<file path="src/rtl/tlu_pkg.sv">
package tlu_pkg;
    localparam int unsigned LANES      = 8;
    localparam int unsigned BYTE_W     = 8;
    localparam int unsigned VEC_W      = LANES * BYTE_W;
    localparam int unsigned LANE_W     = $clog2(LANES);
    localparam int unsigned HADDR_W    = 6;
    localparam int unsigned REG_W      = HADDR_W - 1;
    localparam int unsigned LEN_W      = 2;
    localparam int unsigned BYTES_PER_REG_LG = 4;

    typedef enum logic [1:0] {
        ST_IDLE  = 2'd0,
        ST_ISSUE = 2'd1,
        ST_DRAIN = 2'd2,
        ST_DONE  = 2'd3
    } tlu_state_e;
endpackage

</file>
<file path="src/rtl/tlu_lane_decode.sv">
module tlu_lane_decode #(
    parameter int unsigned IDX_W   = 8,
    parameter int unsigned HADDR_W = 6,
    parameter int unsigned LEN_W   = 2,
    parameter int unsigned REG_LG  = 4
) (
    input  logic [IDX_W-1:0]   idx,
    input  logic [HADDR_W-2:0] base,
    input  logic [LEN_W-1:0]   len_m1,
    output logic               hit,
    output logic [HADDR_W-1:0] half_addr,
    output logic [2:0]         byte_sel
);
    localparam int unsigned LIM_W = IDX_W + 2;

    logic [LIM_W-1:0] limit;
    logic [HADDR_W-1:0] base_half;
    logic [HADDR_W-1:0] word_off;

    always_comb begin
        limit     = LIM_W'((32'(len_m1) + 32'd1) << REG_LG);
        hit       = LIM_W'(idx) < limit;
        base_half = {base, 1'b0};
        word_off  = HADDR_W'(idx >> 3);
        half_addr = base_half + word_off;
        byte_sel  = idx[2:0];
    end
endmodule

</file>
<file path="src/rtl/tlu_byte_pick.sv">
module tlu_byte_pick #(
    parameter int unsigned BYTE_W = 8,
    parameter int unsigned NBYTES = 8,
    parameter int unsigned SEL_W  = $clog2(NBYTES)
) (
    input  logic [BYTE_W*NBYTES-1:0] word,
    input  logic [SEL_W-1:0]         sel,
    output logic [BYTE_W-1:0]        byte_o
);
    logic [BYTE_W-1:0] bytes_w [NBYTES];

    for (genvar g = 0; g < NBYTES; g++) begin : g_split
        assign bytes_w[g] = word[g*BYTE_W +: BYTE_W];
    end

    assign byte_o = bytes_w[sel];
endmodule

</file>
<file path="src/rtl/tlu_byte_insert.sv">
module tlu_byte_insert #(
    parameter int unsigned BYTE_W = 8,
    parameter int unsigned NBYTES = 8,
    parameter int unsigned SEL_W  = $clog2(NBYTES)
) (
    input  logic [BYTE_W*NBYTES-1:0] vec_i,
    input  logic                     en,
    input  logic [SEL_W-1:0]         lane,
    input  logic [BYTE_W-1:0]        val,
    output logic [BYTE_W*NBYTES-1:0] vec_o
);
    for (genvar g = 0; g < NBYTES; g++) begin : g_lane
        assign vec_o[g*BYTE_W +: BYTE_W] =
            (en && (lane == SEL_W'(g))) ? val : vec_i[g*BYTE_W +: BYTE_W];
    end
endmodule

</file>
<file path="src/rtl/tlu_table_lookup.sv">
module tlu_table_lookup
    import tlu_pkg::*;
#(
    parameter int unsigned N_LANES  = LANES,
    parameter int unsigned B_W      = BYTE_W,
    parameter int unsigned HA_W     = HADDR_W,
    parameter int unsigned TL_W     = LEN_W
) (
    input  logic                    clk,
    input  logic                    rst_n,
    input  logic                    start,
    input  logic [N_LANES*B_W-1:0]  idx_vec,
    input  logic [N_LANES*B_W-1:0]  init_vec,
    input  logic [HA_W-2:0]         base_reg,
    input  logic [TL_W-1:0]         tbl_len,
    output logic                    rd_en,
    output logic [HA_W-1:0]         rd_addr,
    input  logic [N_LANES*B_W-1:0]  rd_data,
    output logic                    done,
    output logic [N_LANES*B_W-1:0]  result
);
    localparam int unsigned V_W  = N_LANES * B_W;
    localparam int unsigned L_W  = $clog2(N_LANES);
    localparam int unsigned WB   = 8;
    localparam int unsigned WS_W = $clog2(WB);

    typedef struct packed {
        tlu_state_e       st;
        logic [L_W-1:0]   lane;
        logic [V_W-1:0]   idx;
        logic [HA_W-2:0]  base;
        logic [TL_W-1:0]  len;
        logic [V_W-1:0]   res;
        logic             pend_vld;
        logic [L_W-1:0]   pend_lane;
        logic [WS_W-1:0]  pend_sel;
    } ctl_t;

    ctl_t ctl_d, ctl_q;

    logic [B_W-1:0]  cur_idx;
    logic            cur_hit;
    logic [HA_W-1:0] cur_addr;
    logic [2:0]      cur_sel;
    logic [B_W-1:0]  fetched;
    logic [V_W-1:0]  merged;

    assign cur_idx = ctl_q.idx[int'(ctl_q.lane)*B_W +: B_W];

    tlu_lane_decode #(
        .IDX_W  (B_W),
        .HADDR_W(HA_W),
        .LEN_W  (TL_W),
        .REG_LG (BYTES_PER_REG_LG)
    ) u_dec (
        .idx      (cur_idx),
        .base     (ctl_q.base),
        .len_m1   (ctl_q.len),
        .hit      (cur_hit),
        .half_addr(cur_addr),
        .byte_sel (cur_sel)
    );

    tlu_byte_pick #(
        .BYTE_W(B_W),
        .NBYTES(WB)
    ) u_pick (
        .word  (rd_data),
        .sel   (ctl_q.pend_sel),
        .byte_o(fetched)
    );

    tlu_byte_insert #(
        .BYTE_W(B_W),
        .NBYTES(N_LANES)
    ) u_ins (
        .vec_i(ctl_q.res),
        .en   (ctl_q.pend_vld),
        .lane (ctl_q.pend_lane),
        .val  (fetched),
        .vec_o(merged)
    );

    always_comb begin
        ctl_d = ctl_q;
        ctl_d.res = merged;
        unique case (ctl_q.st)
            ST_IDLE: begin
                ctl_d.pend_vld = 1'b0;
                if (start) begin
                    ctl_d.st   = ST_ISSUE;
                    ctl_d.lane = '0;
                    ctl_d.idx  = idx_vec;
                    ctl_d.base = base_reg;
                    ctl_d.len  = tbl_len;
                    ctl_d.res  = init_vec;
                end
            end
            ST_ISSUE: begin
                ctl_d.pend_vld  = cur_hit;
                ctl_d.pend_lane = ctl_q.lane;
                ctl_d.pend_sel  = WS_W'(cur_sel);
                if (ctl_q.lane == L_W'(N_LANES - 1)) begin
                    ctl_d.st = ST_DRAIN;
                end else begin
                    ctl_d.lane = ctl_q.lane + L_W'(1);
                end
            end
            ST_DRAIN: begin
                ctl_d.pend_vld = 1'b0;
                ctl_d.st       = ST_DONE;
            end
            default: begin
                ctl_d.pend_vld = 1'b0;
                ctl_d.st       = ST_IDLE;
            end
        endcase
    end

    always_ff @(posedge clk or negedge rst_n) begin
        if (!rst_n) begin
            ctl_q <= '0;
        end else begin
            ctl_q <= ctl_d;
        end
    end

    assign rd_en   = (ctl_q.st == ST_ISSUE) && cur_hit;
    assign rd_addr = cur_addr;
    assign done    = (ctl_q.st == ST_DONE);
    assign result  = ctl_q.res;

    // completion is a single-cycle pulse
    p_done_pulse_r7: assert property (@(posedge clk) disable iff (!rst_n)
        done |=> !done);

    // result is held while idle and no start arrives
    p_result_hold_r7: assert property (@(posedge clk) disable iff (!rst_n)
        (ctl_q.st == ST_IDLE && !start) |=> $stable(result));

    // every read lands inside the table window (modulo wrap, R4)
    p_read_window_r2: assert property (@(posedge clk) disable iff (!rst_n)
        rd_en |-> (HA_W'(rd_addr - HA_W'({ctl_q.base, 1'b0}))
                   < HA_W'(2 * (int'(ctl_q.len) + 1))));

    // lanes advance one per cycle in ascending order
    p_lane_order_r6: assert property (@(posedge clk) disable iff (!rst_n)
        (ctl_q.st == ST_ISSUE && ctl_q.lane != L_W'(N_LANES - 1))
        |=> (ctl_q.lane == $past(ctl_q.lane) + L_W'(1)));

    // latched operands do not change while busy
    p_start_ignored_r8: assert property (@(posedge clk) disable iff (!rst_n)
        (ctl_q.st != ST_IDLE) |=> ($stable(ctl_q.idx) && $stable(ctl_q.base)
                                   && $stable(ctl_q.len)));
endmodule

</file>
<file path="config.mk">
export PLATFORM = sky130hd
export DESIGN_NAME = tlu_table_lookup
export DESIGN_NICKNAME = d
export VERILOG_FILES = /design/src/rtl/tlu_pkg.sv /design/src/rtl/tlu_lane_decode.sv /design/src/rtl/tlu_byte_pick.sv /design/src/rtl/tlu_byte_insert.sv /design/src/rtl/tlu_table_lookup.sv
export SDC_FILE = /design/constraint.sdc
export NUM_CORES = 1
export LEC_CHECK = 0
export ABC_AREA = 0
export ABC_CLOCK_PERIOD_IN_PS = 3450
export BUFFER_PORTS_ARGS = -buffer_cell sky130_fd_sc_hd__clkbuf_2
export CAP_MARGIN = 10
export CORE_UTILIZATION = 51
export DETAILED_ROUTE_END_ITERATION = 10
export GPL_ROUTABILITY_DRIVEN = 1
export PLACE_DENSITY = 0.81
export SYNTH_ARGS = -nofsm -noshare
export SYNTH_HDL_FRONTEND = slang
export SYNTH_SLANG_ARGS = --single-unit
</file>
<file path="constraint.sdc">
create_clock -name clk -period 3.45 [get_ports clk]
set_input_delay 0.1725 -clock clk [delete_from_list [all_inputs] [get_ports clk]]
set_output_delay 0.1725 -clock clk [all_outputs]
set_load 0.02 [all_outputs]
</file>
==> out/qor.txt <==
Status - complete, but fails checks
Violated checks - DRC
# fillers - 966
Reg2reg setup slack - 0.89 ns
Global-route wire length before repair - 41500 um
Fmax achieved - 0.307 GHz
Mean routed wirelength per cell - 18.9 um
CTS Root Cell - clkbuf_16
Compound-Gate Fraction of Synth Area - 0.0991
Ys async rst share - 1.00
Skew final - 0.00850 ns
CP max-delay cell - mux4_1
Area share of the largest cell type after synthesis - 0.472
DRC Markers - 22
Worst path bufs/invs - 2
Combinational share of power - 0.471
Worst setup path class - reg -> out
Initial antenna violation count - 1
Row count - 44
Multiplexer share of the synthesized area - 0.116
Worst path max stage delay - 0.57 ns
Syn_nets - 1088
Share of cells above drive strength 1 - 0.282
Number of flops mapped to enable cells by yosys - 0
Hold Crit Class - in -> reg
Hold Crit Start - init_vec[59]
Fin. Hold Viols - 0
Psw - 4.10 mW
Setup Fix Bufs, Post-CTS - 0
Maximum Capacitance Violations - 0
Endpoint, Worst Hold - result[59]
Crit. End Element - output port
CP top delay family - simple AND/OR/NAND/NOR gates
Internal power - 5.35 mW
R2R cell count - 4
Post-Synth Adder-Cell Area - 0.0219
Reg2reg end - result[47]
Nets@finish - 1415
Starting Density - 0.530
CTS clk-pin slew, worst paths - 0.06 ns
Placeable Area - 0.0147 mm^2
Cell accounting for the most synthesized area - dfrtp_1
DIE WIDTH - 126 um
Commonest non-fill, non-tap cell in the layout - nand2_1
Iteration-0 DRC Markers - 702
Overflow after GRT - 0
Post-synthesis simple-gate area fraction - 0.197
Crit path max fanout - 4
Hold depth - 3
Number of cells on the critical path - 8
Max Slew Vio Count - 0
Final worst path period share - 0.945
Syn_area_per_cell - 8.92 um^2
Ranking of synthesized cells by area - dfrtp_1, nand2_1, o21ai_0, mux4_2, buf_4
Tightest Pin Transition - 0.950 ns
Largest family of logic cells by synthesized area - simple AND/OR/NAND/NOR gates
PwrDens - 879 mW/mm^2
Peak supply drop - 0.472 mV
Synth-to-layout area growth - 38.0%
Flop pwr share - 0.338
Hpwl dp - 15600 um
Worst EP arrival - 3.09 ns
# IOs - 274
Htree depth - 4
Worst path cell trace - mux4_1 > nand2_1 > and2_1 > inv_1 > ha_1 > or3_1 > a2111oi_2 > clkbuf_2
Most frequent cells in the layout - nand2_1, clkbuf_2, dfrtp_1
Via density - 5.61
Tot Pwr - 9.45 mW
Largest net degree at the start of global routing - 101
Sequential share of the synthesized area - 0.472
Gr usage total - 0.345
GPL Wtd Cong - 0.853
Worst R2R Start - ctl_q[1]
Via count - 7844
Worst setup SP type - flip-flop
Slew headroom - 0.367
Vias in the first global route - 8080
Max Root-Sink Buffers - 2
Mapped Area - 0.00779 mm^2
Pre-antenna DRT Iters - 11
Die height - 126 um
Final setup fails - 0
RSZ-0062 raised after global routing - false
CP required - 3.28 ns
Clk_lat worst skew - 0.43 ns
Main synth FF type - dfrtp_1
Minimum clock period - 3.26 ns
Register bit total from synthesis - 147
Post-Synth XOR/XNOR Area - 0.00337
Post-route ant nets - 0
Final TNS setup - 0 ns
Final Core Density - 0.731
Clock power frac - 0.191
CTS sink count - 147
Yosys warns - 0
TritonCTS clock tree - built
Routed WL - 26400 um
IO Port Bufs - 273
Sw Share - 0.434
Cell variety after synth - 31
Num CTS Buffers - 17
Pleak - 5.43 nW
Gate count after technology mapping - 873
Die area - 0.0158 mm^2
## stage by stage
stage | worst slack [ns] | hold slack, ns | area (um^2) | cells
after global placement | 0.633 | 0.324 | 8830 | 1231
after detailed placement | 0.583 | 0.331 | 8830 | 1231
after global routing | 0.0398 | 0.0110 | 10700 | 1398
after floorplan | 0.673 | -0.123 | 7790 | 873
after CTS | 0.122 | 0.00156 | 10700 | 1395
final | 0.188 | 0.0110 | 10700 | 1398
## layer usage
metal / vias up / wire length [um] / GRT usage
li1: 3485 / - / -
met1: 3755 / 9600 / 0.400
met2: 509 / 13400 / 0.616
met3: 95 / 2410 / 0.0736
met4: 0 / 1010 / 0.148
met5: - / 0 / 0
## sequential cells by signal, indices dropped and copies added, names as in the netlist
name and count:
result 64, ctl_q 83
## Yosys cell counts, types with 5 or more instances
cell type  instances
a31oi_1            5
buf_4             65
clkbuf_1          37
dfrtp_1          147
ha_1              12
inv_1             12
mux2_1             8
mux2_2             5
mux4_1             9
mux4_2            23
nand2_1          300
nor2_1            78
o21ai_0          133
## worst register-to-register path: cells and delay by family, from the launching register on
kind	cells	cell delay, ns
AOI/OAI and AO/OA	1	0.14
DFF	1	0.96
muxes	2	1.13
and+or+nand+nor	1	0.20
## area by class of cell
| cell class | instances | area (um^2) | area share |
|---|---|---|---|
| multi-input combinational | 607 | 3420 | 0.318 |
| clock inverter | 12 | 133 | 0.0123 |
| clock buffer | 20 | 437 | 0.0406 |
| tap | 184 | 230 | 0.0214 |
| timing repair buffer | 415 | 2800 | 0.261 |
| inverter | 12 | 45.0 | 0.00419 |
| sequential | 147 | 3680 | 0.342 |
| antenna | 1 | 2.50 | 0.000233 |
## power by group through the flow
stage	combinational [mW]	sequential, mW	clock [mW]
after global placement	4.06	3.13	0
after floorplan	3.53	2.86	0
after CTS	4.33	3.14	1.81
after global routing	4.81	3.29	1.89
final	4.45	3.20	1.80
after detailed placement	4.17	3.17	0
## what timing repair did
item / in CTS / in global routing
hold buffers: 132 / 2
resized for setup: 0 / 2
endpoints found under the setup margin: 0 / 1
endpoints found under the hold margin: 229 / 2
## kinds of logic after synthesis
logic type | after synthesis
simple gates | 398
compound gates | 148
flops | 147
buf+inv | 119
mux | 45
fa+ha+maj | 13
xor+xnor | 3
## how the worst max path moves through the flow
stage                from          to
2_1_floorplan  ctl_q[142]    ctl_q[6]
3_3_place_gp   ctl_q[142]  rd_addr[5]
3_5_place_dp   ctl_q[142]       rd_en
4_1_cts        ctl_q[142]  rd_addr[5]
5_1_grt        ctl_q[142]  rd_addr[5]
6_report       ctl_q[142]       rd_en
Power figures use the tool's default switching activity.
